## config.mk

```make
export PLATFORM = sky130hd
export DESIGN_NAME = dma_xfer_counter
export DESIGN_NICKNAME = d
export VERILOG_FILES = /design/src/rtl/dxc_pkg.sv /design/src/rtl/dxc_cmd_decode.sv /design/src/rtl/dxc_count_reg.sv /design/src/rtl/dxc_xfer_ctrl.sv /design/src/rtl/dma_xfer_counter.sv
export SDC_FILE = /design/constraint.sdc
export NUM_CORES = 1
export LEC_CHECK = 0
export BUFFER_PORTS_ARGS = -buffer_cell sky130_fd_sc_hd__buf_2
export CAP_MARGIN = 20
export CORE_MARGIN = 2
export CORE_UTILIZATION = 48
export DETAILED_ROUTE_END_ITERATION = 8
export PLACE_DENSITY = 0.67
export SYNTH_ARGS = -nofsm -noshare
export SYNTH_HDL_FRONTEND = slang
export SYNTH_SLANG_ARGS = --single-unit
```

## constraint.sdc

```tcl
create_clock -name clk -period 3.5 [get_ports clk]
set_clock_uncertainty 0.2 [all_clocks]
set_input_delay 0.35 -clock clk [delete_from_list [all_inputs] [get_ports clk]]
set_output_delay 0.35 -clock clk [all_outputs]
set_load 0.01 [all_outputs]
```

## src/rtl/dxc_pkg.sv

```systemverilog
package dxc_pkg;
  typedef enum logic [1:0] {
    MODE_GEN   = 2'd0,
    MODE_ULTRA = 2'd1,
    MODE_PIO   = 2'd2,
    MODE_MULTI = 2'd3
  } xfer_mode_e;

  localparam logic [7:0] CMD_START_LAST = 8'h07;
  localparam logic [7:0] CMD_RESET      = 8'h11;
  localparam logic [7:0] CMD_STOP       = 8'h12;
endpackage

```

## src/rtl/dxc_cmd_decode.sv

```systemverilog
module dxc_cmd_decode
  import dxc_pkg::*;
(
  input  logic       cmd_valid,
  input  logic [7:0] cmd_code,
  output logic       is_start,
  output logic       is_reset,
  output logic       is_stop,
  output xfer_mode_e start_mode,
  output logic       start_dir
);
  assign is_start   = cmd_valid && (cmd_code <= CMD_START_LAST);
  assign is_reset   = cmd_valid && (cmd_code == CMD_RESET);
  assign is_stop    = cmd_valid && (cmd_code == CMD_STOP);
  assign start_mode = xfer_mode_e'(cmd_code[2:1]);
  assign start_dir  = cmd_code[0];

  always_comb begin
    AST_CMD_EXCLUSIVE: assert ($onehot0({is_start, is_reset, is_stop}));
  end
endmodule

```

## src/rtl/dxc_count_reg.sv

```systemverilog
module dxc_count_reg #(
  parameter int CNT_W  = 32,
  parameter int BYTE_W = 8,
  parameter int STEP_W = 2
) (
  input  logic                       clk,
  input  logic                       rst_n,
  input  logic                       clr,
  input  logic                       wr,
  input  logic [$clog2(CNT_W/BYTE_W)-1:0] addr,
  input  logic [BYTE_W-1:0]          wdata,
  input  logic                       dec_en,
  input  logic [STEP_W-1:0]          step,
  output logic [CNT_W-1:0]           cnt,
  output logic                       cnt_zero,
  output logic [BYTE_W-1:0]          rd_byte
);
  localparam int NBYTES = CNT_W / BYTE_W;
  localparam int ADDR_W = $clog2(NBYTES);
  localparam logic [ADDR_W-1:0] TOP_ADDR = ADDR_W'(NBYTES - 1);

  logic [BYTE_W-1:0] stage_q [NBYTES];
  logic [CNT_W-1:0]  cnt_q;
  logic [CNT_W-1:0]  load_val;
  logic [CNT_W-1:0]  step_ext;
  logic              load;

  assign load     = wr && (addr == TOP_ADDR);
  assign step_ext = CNT_W'(step);

  for (genvar b = 0; b < NBYTES; b++) begin : g_lane
    always_ff @(posedge clk or negedge rst_n) begin
      if (!rst_n)                              stage_q[b] <= '0;
      else if (clr)                            stage_q[b] <= '0;
      else if (wr && addr == ADDR_W'(b))       stage_q[b] <= wdata;
    end
  end

  always_comb begin
    load_val = '0;
    for (int b = 0; b < NBYTES - 1; b++) load_val[b*BYTE_W +: BYTE_W] = stage_q[b];
    load_val[CNT_W-1 -: BYTE_W] = wdata;
  end

  always_ff @(posedge clk or negedge rst_n) begin
    if (!rst_n)                    cnt_q <= '0;
    else if (clr)                  cnt_q <= '0;
    else if (load)                 cnt_q <= load_val;
    else if (dec_en) begin
      if (cnt_q < step_ext)        cnt_q <= '0;
      else                         cnt_q <= cnt_q - step_ext;
    end
  end

  always_comb begin
    rd_byte = '0;
    for (int b = 0; b < NBYTES; b++)
      if (addr == ADDR_W'(b)) rd_byte = cnt_q[b*BYTE_W +: BYTE_W];
  end

  assign cnt      = cnt_q;
  assign cnt_zero = (cnt_q == '0);

  AST_STAGE_ONLY: assert property (@(posedge clk) disable iff (!rst_n)
    wr && addr != TOP_ADDR && !clr && !dec_en |=> $stable(cnt_q));
  AST_LOAD_TOP: assert property (@(posedge clk) disable iff (!rst_n)
    load && !clr |=> cnt_q[CNT_W-1 -: BYTE_W] == $past(wdata));
  AST_NO_UNDERFLOW: assert property (@(posedge clk) disable iff (!rst_n)
    dec_en && !load && !clr && cnt_q < step_ext |=> cnt_q == '0);
  AST_STEP_SIZE: assert property (@(posedge clk) disable iff (!rst_n)
    dec_en && !load && !clr && cnt_q >= step_ext |=> cnt_q == $past(cnt_q) - $past(step_ext));
  AST_CLEAR_ALL: assert property (@(posedge clk) disable iff (!rst_n)
    clr |=> cnt_q == '0 && stage_q[0] == '0);
endmodule

```

## src/rtl/dxc_xfer_ctrl.sv

```systemverilog
module dxc_xfer_ctrl
  import dxc_pkg::*;
#(
  parameter int PIO_STEP = 2,
  parameter int STEP_W   = 2
) (
  input  logic              clk,
  input  logic              rst_n,
  input  logic              clr,
  input  logic              is_start,
  input  logic              is_stop,
  input  xfer_mode_e        start_mode,
  input  logic              start_dir,
  input  logic              cfg_cnt_dis,
  input  logic              cfg_slave,
  input  logic              beat_valid,
  input  logic              eot_in,
  input  logic              cnt_zero,
  output logic              beat_ready,
  output logic              dec_en,
  output logic [STEP_W-1:0] step,
  output logic              active,
  output logic [1:0]        mode,
  output logic              dir,
  output logic              done,
  output logic              last_pkt
);
  xfer_mode_e mode_q;
  logic active_q, dir_q, done_q, last_q;
  logic eot_mode;

  assign eot_mode   = cfg_cnt_dis && cfg_slave && (mode_q == MODE_GEN);
  assign beat_ready = active_q && (eot_mode || !cnt_zero);
  assign dec_en     = beat_valid && beat_ready && !eot_mode;
  assign step       = (mode_q == MODE_PIO) ? STEP_W'(PIO_STEP) : STEP_W'(1);

  always_ff @(posedge clk or negedge rst_n) begin
    if (!rst_n) begin
      active_q <= 1'b0;
      mode_q   <= MODE_GEN;
      dir_q    <= 1'b0;
      done_q   <= 1'b0;
      last_q   <= 1'b0;
    end else begin
      done_q <= 1'b0;
      last_q <= 1'b0;
      if (clr) begin
        active_q <= 1'b0;
        mode_q   <= MODE_GEN;
        dir_q    <= 1'b0;
      end else if (is_start) begin
        active_q <= 1'b1;
        mode_q   <= start_mode;
        dir_q    <= start_dir;
      end else if (is_stop && active_q && mode_q == MODE_MULTI) begin
        active_q <= 1'b0;
      end else if (active_q && eot_mode && eot_in) begin
        active_q <= 1'b0;
        done_q   <= 1'b1;
        last_q   <= 1'b1;
      end else if (active_q && !eot_mode && cnt_zero) begin
        active_q <= 1'b0;
        done_q   <= 1'b1;
      end
    end
  end

  assign active   = active_q;
  assign mode     = mode_q;
  assign dir      = dir_q;
  assign done     = done_q;
  assign last_pkt = last_q;

  AST_DONE_IDLE: assert property (@(posedge clk) disable iff (!rst_n)
    done_q |-> !active_q);
  AST_STOP_MULTI: assert property (@(posedge clk) disable iff (!rst_n)
    is_stop && !clr && active_q && mode_q == MODE_MULTI |=> !active_q && !done_q);
  AST_EOT_END: assert property (@(posedge clk) disable iff (!rst_n)
    active_q && eot_mode && eot_in && !clr && !is_start |=> !active_q && done_q && last_q);
  AST_LAST_WITH_DONE: assert property (@(posedge clk) disable iff (!rst_n)
    last_q |-> done_q);
  AST_START_SETS: assert property (@(posedge clk) disable iff (!rst_n)
    is_start && !clr |=> active_q && dir_q == $past(start_dir));
endmodule

```

## src/rtl/dma_xfer_counter.sv

```systemverilog
module dma_xfer_counter
  import dxc_pkg::*;
#(
  parameter int CNT_W    = 32,
  parameter int BYTE_W   = 8,
  parameter int PIO_STEP = 2
) (
  input  logic                 clk,
  input  logic                 rst_n,
  input  logic                 bus_rst,
  input  logic                 reg_wr,
  input  logic [1:0]           reg_addr,
  input  logic [BYTE_W-1:0]    reg_wdata,
  output logic [BYTE_W-1:0]    reg_rdata,
  input  logic                 cmd_valid,
  input  logic [7:0]           cmd_code,
  input  logic                 cfg_cnt_dis,
  input  logic                 cfg_slave,
  input  logic                 beat_valid,
  output logic                 beat_ready,
  input  logic                 eot_in,
  output logic                 xfer_active,
  output logic [1:0]           xfer_mode,
  output logic                 xfer_dir,
  output logic                 xfer_done,
  output logic                 last_pkt_valid
);
  localparam int STEP_W = $clog2(PIO_STEP + 1);

  logic       is_start, is_reset, is_stop, start_dir, clr;
  xfer_mode_e start_mode;
  logic       dec_en, cnt_zero;
  logic [STEP_W-1:0] step;
  logic [CNT_W-1:0]  cnt;
  logic       rsv_cmd;

  assign clr     = bus_rst || is_reset;
  assign rsv_cmd = cmd_valid && !(cmd_code <= CMD_START_LAST) &&
                   cmd_code != CMD_RESET && cmd_code != CMD_STOP;

  dxc_cmd_decode u_dec (
    .cmd_valid (cmd_valid),
    .cmd_code  (cmd_code),
    .is_start  (is_start),
    .is_reset  (is_reset),
    .is_stop   (is_stop),
    .start_mode(start_mode),
    .start_dir (start_dir)
  );

  dxc_count_reg #(.CNT_W(CNT_W), .BYTE_W(BYTE_W), .STEP_W(STEP_W)) u_cnt (
    .clk     (clk),
    .rst_n   (rst_n),
    .clr     (clr),
    .wr      (reg_wr),
    .addr    (reg_addr),
    .wdata   (reg_wdata),
    .dec_en  (dec_en),
    .step    (step),
    .cnt     (cnt),
    .cnt_zero(cnt_zero),
    .rd_byte (reg_rdata)
  );

  dxc_xfer_ctrl #(.PIO_STEP(PIO_STEP), .STEP_W(STEP_W)) u_ctrl (
    .clk        (clk),
    .rst_n      (rst_n),
    .clr        (clr),
    .is_start   (is_start),
    .is_stop    (is_stop),
    .start_mode (start_mode),
    .start_dir  (start_dir),
    .cfg_cnt_dis(cfg_cnt_dis),
    .cfg_slave  (cfg_slave),
    .beat_valid (beat_valid),
    .eot_in     (eot_in),
    .cnt_zero   (cnt_zero),
    .beat_ready (beat_ready),
    .dec_en     (dec_en),
    .step       (step),
    .active     (xfer_active),
    .mode       (xfer_mode),
    .dir        (xfer_dir),
    .done       (xfer_done),
    .last_pkt   (last_pkt_valid)
  );

  AST_RESERVED_IDLE: assert property (@(posedge clk) disable iff (!rst_n)
    rsv_cmd && !bus_rst && !xfer_active |=> !xfer_active && $stable(xfer_mode) && $stable(cnt));
  AST_BUS_RESET: assert property (@(posedge clk) disable iff (!rst_n)
    bus_rst |=> !xfer_active && cnt == '0);
  AST_IDLE_NO_READY: assert property (@(posedge clk) disable iff (!rst_n)
    !xfer_active |-> !beat_ready);
endmodule

```

======== Word-level counts from Yosys, hierarchy flattened ========
Cells that the tools add are included.
operators by class
  magnitude comparators ................... 2
  reductions and logical operators ........ 31
  muxes and demuxes ....................... 33
  add/subtract/negate cells ............... 1
  equality and inequality tests ........... 7
operators by type and width
  cell                  count
  $mux W32              4
  $mux W8               10
  $logic_not A32 Y1     1
  $lt A32 B2 Y1         1
  $sub A32 B2 Y32       1
  $logic_and A1 B1 Y1   18
  $eq A8 B5 Y1 const B  2
  $mux W1               16
  $eq A2 B2 Y1 const B  4
  $le A8 B3 Y1 const B  1
  $reduce_bool A2 Y1    4
  $mux W2               3
  $reduce_bool A5 Y1    1
  $logic_not A2 Y1      2
  $reduce_bool A3 Y1    1
  $eq A2 B1 Y1 const B  1
  $logic_not A1 Y1      2
  $logic_or A1 B1 Y1    2
storage, ports and cells
  bits in registers ....................... 62
  bits of input ports ..................... 27
  word-level logic and storage cells ...... 83

======== Depth between registers and ports, before layout ========
  word-level depth ........................ 10
  gate-level depth with buffers ........... 10
  mapped depth without buffers ............ 9

======== By module ========
A second synthesis with hierarchy kept.
second synthesis, totals
  cells, all modules ...................... 390
  area, all modules ....................... 3,812.4 sq um
by module, submodules not included
  module            area an instance (sq um)  instances  cells an instance
  dxc_count_reg     3,425.8                   1          351
  dxc_xfer_ctrl     289.0                     1          29
  dxc_cmd_decode    91.3                      1          9
  dma_xfer_counter  6.3                       1          1

======== Least setup slack after synthesis ========
Ideal clock, no wire load.
  path type ............................... register to register
  start point ............................. register u_ctrl.mode_q[0], in the netlist u_ctrl.mode[0]
  end point ............................... register u_cnt.cnt_q[8], in the netlist u_cnt.cnt[8]
  arrival time ............................ 2.473 ns
  path slack .............................. 0.706 ns
  path buffers ............................ 0
  stages on the path, launching flop included .. 9
  library setup time ...................... 0.121 ns
  cells stage by stage .................... dfrtp_1 -> nand2b_1 -> ha_1 -> fa_1 -> or3b_2 -> or3_1 -> o31a_1 -> or3_1 -> a22o_1
on the way
  longest elaborated chain between the ends .. 7
ends and longest elaborated chain
  item                                                     RTL line                                  text
  start: declaration                                       dxc_xfer_ctrl.sv:28                       xfer_mode_e mode_q;
  start signal: assignment                                 dxc_xfer_ctrl.sv:53                       mode_q <= start_mode;
  $eq A2 B2 Y1 / $logic_not A2 Y1 (equally long branches)  dxc_xfer_ctrl.sv:35, dxc_xfer_ctrl.sv:32
  $mux W2 / $logic_and A1 B1 Y1 (equally long branches)    dxc_xfer_ctrl.sv:35, dxc_xfer_ctrl.sv:32
  $sub A32 B2 Y32 (tied with other cells)                  dxc_count_reg.sv:51                       else cnt_q <= cnt_q - step_ext;
  $mux W32 / $logic_and A1 B1 Y1 (equally long branches)   dxc_count_reg.sv:50, dxc_xfer_ctrl.sv:33
  $mux W32 / $logic_and A1 B1 Y1 (equally long branches)   dxc_count_reg.sv:49, dxc_xfer_ctrl.sv:34
  $mux W32 / $logic_and A1 B1 Y1 (equally long branches)   dxc_count_reg.sv:48, dxc_xfer_ctrl.sv:34
  $mux W32 / $reduce_bool A3 Y1 (equally long branches)    --
  end signal: assignment                                   dxc_count_reg.sv:48                       else if (load) cnt_q <= load_val;
  end signal: assignment                                   dxc_count_reg.sv:51
  end: declaration                                         dxc_count_reg.sv:23                       logic [CNT_W-1:0] cnt_q;
Several ways; a longest one is shown, not always the timed one. The select of a mux whose other input is x is not followed.
A chain may end at the register's enable or synchronous reset.

======== Worst setup path in the final report ========
  start point ............................. register u_ctrl.mode_q[1], in the netlist u_ctrl.mode[1]
  end point ............................... register u_cnt.cnt_q[14], in the netlist u_cnt.cnt[14]
Same word-level chain as after synthesis.

==> results.md <==
- Outcome: complete, no violations
- Setup TNS: 0 ns
- Worst Path Buf+Inv: 0
- CP required: 3.58 ns
- First-pass iteration count of the detailed router: 5
- Remaining Overflow, GRT: 0
- Die height: 93.1 µm
- CP max stage cell: or3b_2
- Tightest Hold Check Type: primary input to flip-flop
- Routability cong.: 0.988
- Hold buffers post-CTS: 1
- Worst VDD drop: 0.375 mV
- Global-route usage over all layers: 29.3%
- Slew Limit Fails: 0
- Clk Latency, worst-skew pair: 0.36 ns
- # IOs: 42
- CTS Buf Count: 9
- CTS Sinks: 62
- Synth cell types: 55
- Final wirelength: 11.9 mm
- Vias in the first global route: 3425
- Number of flops mapped to enable cells by yosys: 0
- Final Hold Viols: 0
- Root Buffer: clkbuf_8
- Iteration-0 DRC Markers: 589
- Critical Path Fanout Max: 5
- Post-Syn Instances: 417
- Final Cycle Share: 87.9%
- Port bufs: 41
- DP HPWL: 8.60 mm
- Max-Cap Viols: 0
- Largest net degree at the start of global routing: 35
- Net Count, Synth: 448
- Setup violators final: 0
- Tot Pwr: 0.00349 W
- Core Rows: 32
- Placed Area: 4130 µm²
- CP delay by family, top: simple AND/OR/NAND/NOR gates
- Pleak: 1.97 nW
- Routed wire per std cell: 21.1 µm
- CP peak stage delay: 0.53 ns
- Starting density of the core: 49.3%
- Die width: 93.1 µm
- Ant. Diodes: 0
- H-tree levels: 3
- Die footprint: 8670 µm²
- Final min period: 3.08 ns
- Post-synthesis sequential area ratio: 40.7%
- FFs w/ async S/R, synth: 100%
- DR vias/cell: 6.63
- Yosys warns: 0
- Detail Route Antenna Nets: 0
- CP Capture Type: flip-flop
- CTS tree: built
- P&R area growth vs syn: 14.5%
- DR vias: 3719
- Post-route cell area: 4360 µm²
- Reg clk slew, reported paths: 0.08 ns
- Share of cells above drive strength 1: 19.8%
- PD cells: 799 nW/µm²
- Antenna violations before repair: 0
- Slew margin rel.: 54.4%
- Worst path arrival time: 3.16 ns
- Top cell by count, worst path: or3_1
- Synth Cell Area: 3810 µm²
- Drt drc: 0
- Syn Area/Cell: 9.14 µm²
- Max Buffers Root-to-Sink: 2
- Synth Register Bits: 62
- Startpoint types: flip-flop
- Crit path cell chain: nand2b_1 -> ha_1 -> fa_1 -> or3b_2 -> or3_1 -> or3_1 -> o31ai_1 -> nand2_1 -> a21oi_1
- Core area: 7730 µm²
- Post-CTS resize count: 0
- WS Path Type: flip-flop to flip-flop
- Final nets: 485
- RSZ-0062 raised after global routing: no
- Global-route wire length before repair: 19.2 mm
- Setup bufs post-CTS: 0
- Worst Tran Pin Value: 0.684 ns
- Top_reg_cell synth: dfrtp_1
- Max Fclk: 325 MHz
## cell usage after synthesis, types with 3 or more instances
cell type	n	area share [%]
nor2_1	54	5.3
or4_1	7	1.4
buf_1	3	0.30
a32o_1	3	0.79
and3_1	4	0.66
ha_1	3	0.99
a32oi_1	4	0.92
or3_1	9	1.5
a22oi_1	4	0.79
a31oi_1	6	0.99
o32ai_1	3	0.69
o21ai_0	40	5.3
a22o_1	6	1.4
dfrtp_1	62	41
nor3_1	12	1.6
o2bb2ai_1	7	1.6
buf_2	4	0.53
clkbuf_1	23	2.3
mux4_2	8	4.7
nand4_1	5	0.82
inv_1	7	0.69
o41ai_1	3	0.69
nand3_1	7	0.92
nor4_1	17	2.8
nand2_1	30	3.0
a21oi_1	21	2.8
o31ai_1	7	1.4
nand2b_1	3	0.49
mux2i_1	24	6.3
## flip-flops by register name (all words and copies together), names as in the netlist
register         count
u_cnt.load_val      24
u_ctrl.mode          2
u_ctrl.done          1
u_ctrl.active        1
u_cnt.cnt           32
u_ctrl.last_pkt      1
u_ctrl.dir           1
## metrics by stage
stage                     hold WS (ns)  worst slack, ns  util [%]  cells
after detailed placement         0.222            0.482      53.5    544
after CTS                       0.0273            0.453      56.5    561
after global placement           0.224            0.515      53.5    544
final                           0.0369            0.425      56.5    561
after floorplan                 -0.146            0.706         -    417
after global routing            0.0230            0.258      56.5    561
## power breakdown
group | switching, W | leakage, nW | internal, W | total [W]
Clock | 0.000319 | 0.109 | 0.000403 | 0.000721
Sequential | 0.000236 | 0.847 | 0.000848 | 0.00108
Combinational | 0.000991 | 1.02 | 0.000688 | 0.00168
Total | 0.00155 | 1.97 | 0.00194 | 0.00349
## layout make-up
cell class,instances,area [µm²]
Fill cell,706,3360
Multi-Input combinational cell,318,2120
Sequential cell,62,1550
Timing Repair Buffer,56,320
Tap cell,102,128
Clock buffer,9,124
Clock inverter,7,98.8
Inverter,7,26.3
## worst min-delay path, cell delays in order
cell and delay (ns):
buf_2 0.10, nand2_1 0.07, nor2_1 0.04
## layer usage
layer	GRT usage, %	vias up	wire length, µm
met2	44.5	210	5420
met5	0	-	0
li1	-	1660	-
met1	42.7	1817	5020
met3	5.16	32	1160
met4	9.68	0	256
## logic make-up (layout without fill, tap and decap cells)
logic type | Yosys count | in the layout | synth area share (%)
AND/OR/NAND/NOR | 166 | 166 | 22.8
AO/OA/AOI/OAI | 115 | 115 | 19.9
flip-flops | 62 | 62 | 40.7
buffers and inverters | 37 | 79 | 3.78
multiplexers | 32 | 32 | 11.0
adder cells (fa/ha/maj) | 4 | 4 | 1.51
XOR/XNOR | 1 | 1 | 0.230
## cell usage in the layout (no fill, tap or decap), types with 3 or more instances in the layout
master	count
nor2_1	54
nor4_1	17
a22o_1	6
clkbuf_8	9
a22oi_1	4
buf_4	14
or4_1	7
inv_1	7
nor3_1	12
nand4_1	5
clkinv_4	3
nand2b_1	3
and3_1	4
nand2_1	30
mux2i_1	24
a32oi_1	4
o31ai_1	7
dfrtp_1	62
nand3_1	7
a32o_1	3
a31oi_1	6
o32ai_1	3
ha_1	3
a21oi_1	21
mux4_2	8
o2bb2ai_1	7
o41ai_1	3
buf_2	41
or3_1	9
o21ai_0	40
## worst paths after layout
path                                                from                            end  slack, ns  depth (start not counted)
min in group asynchronous                          rst_n      u_cnt.cnt[25]$_DFFE_PN0P_       0.37                          2
hold reg to reg            u_cnt.load_val[7]$_DFFE_PN0P_  u_cnt.load_val[7]$_DFFE_PN0P_       0.33                          2
max in group asynchronous                          rst_n  u_cnt.load_val[5]$_DFFE_PN0P_       1.82                          3
setup / recovery              u_ctrl.mode[1]$_DFFE_PN0P_      u_cnt.cnt[14]$_DFFE_PN0P_       0.42                          9
hold / removal                                    eot_in      u_ctrl.last_pkt$_DFF_PN0_       0.04                          3
setup reg to reg              u_ctrl.mode[1]$_DFFE_PN0P_      u_cnt.cnt[14]$_DFFE_PN0P_       0.42                          9
Note: power is estimated with default switching activity, not from simulation.
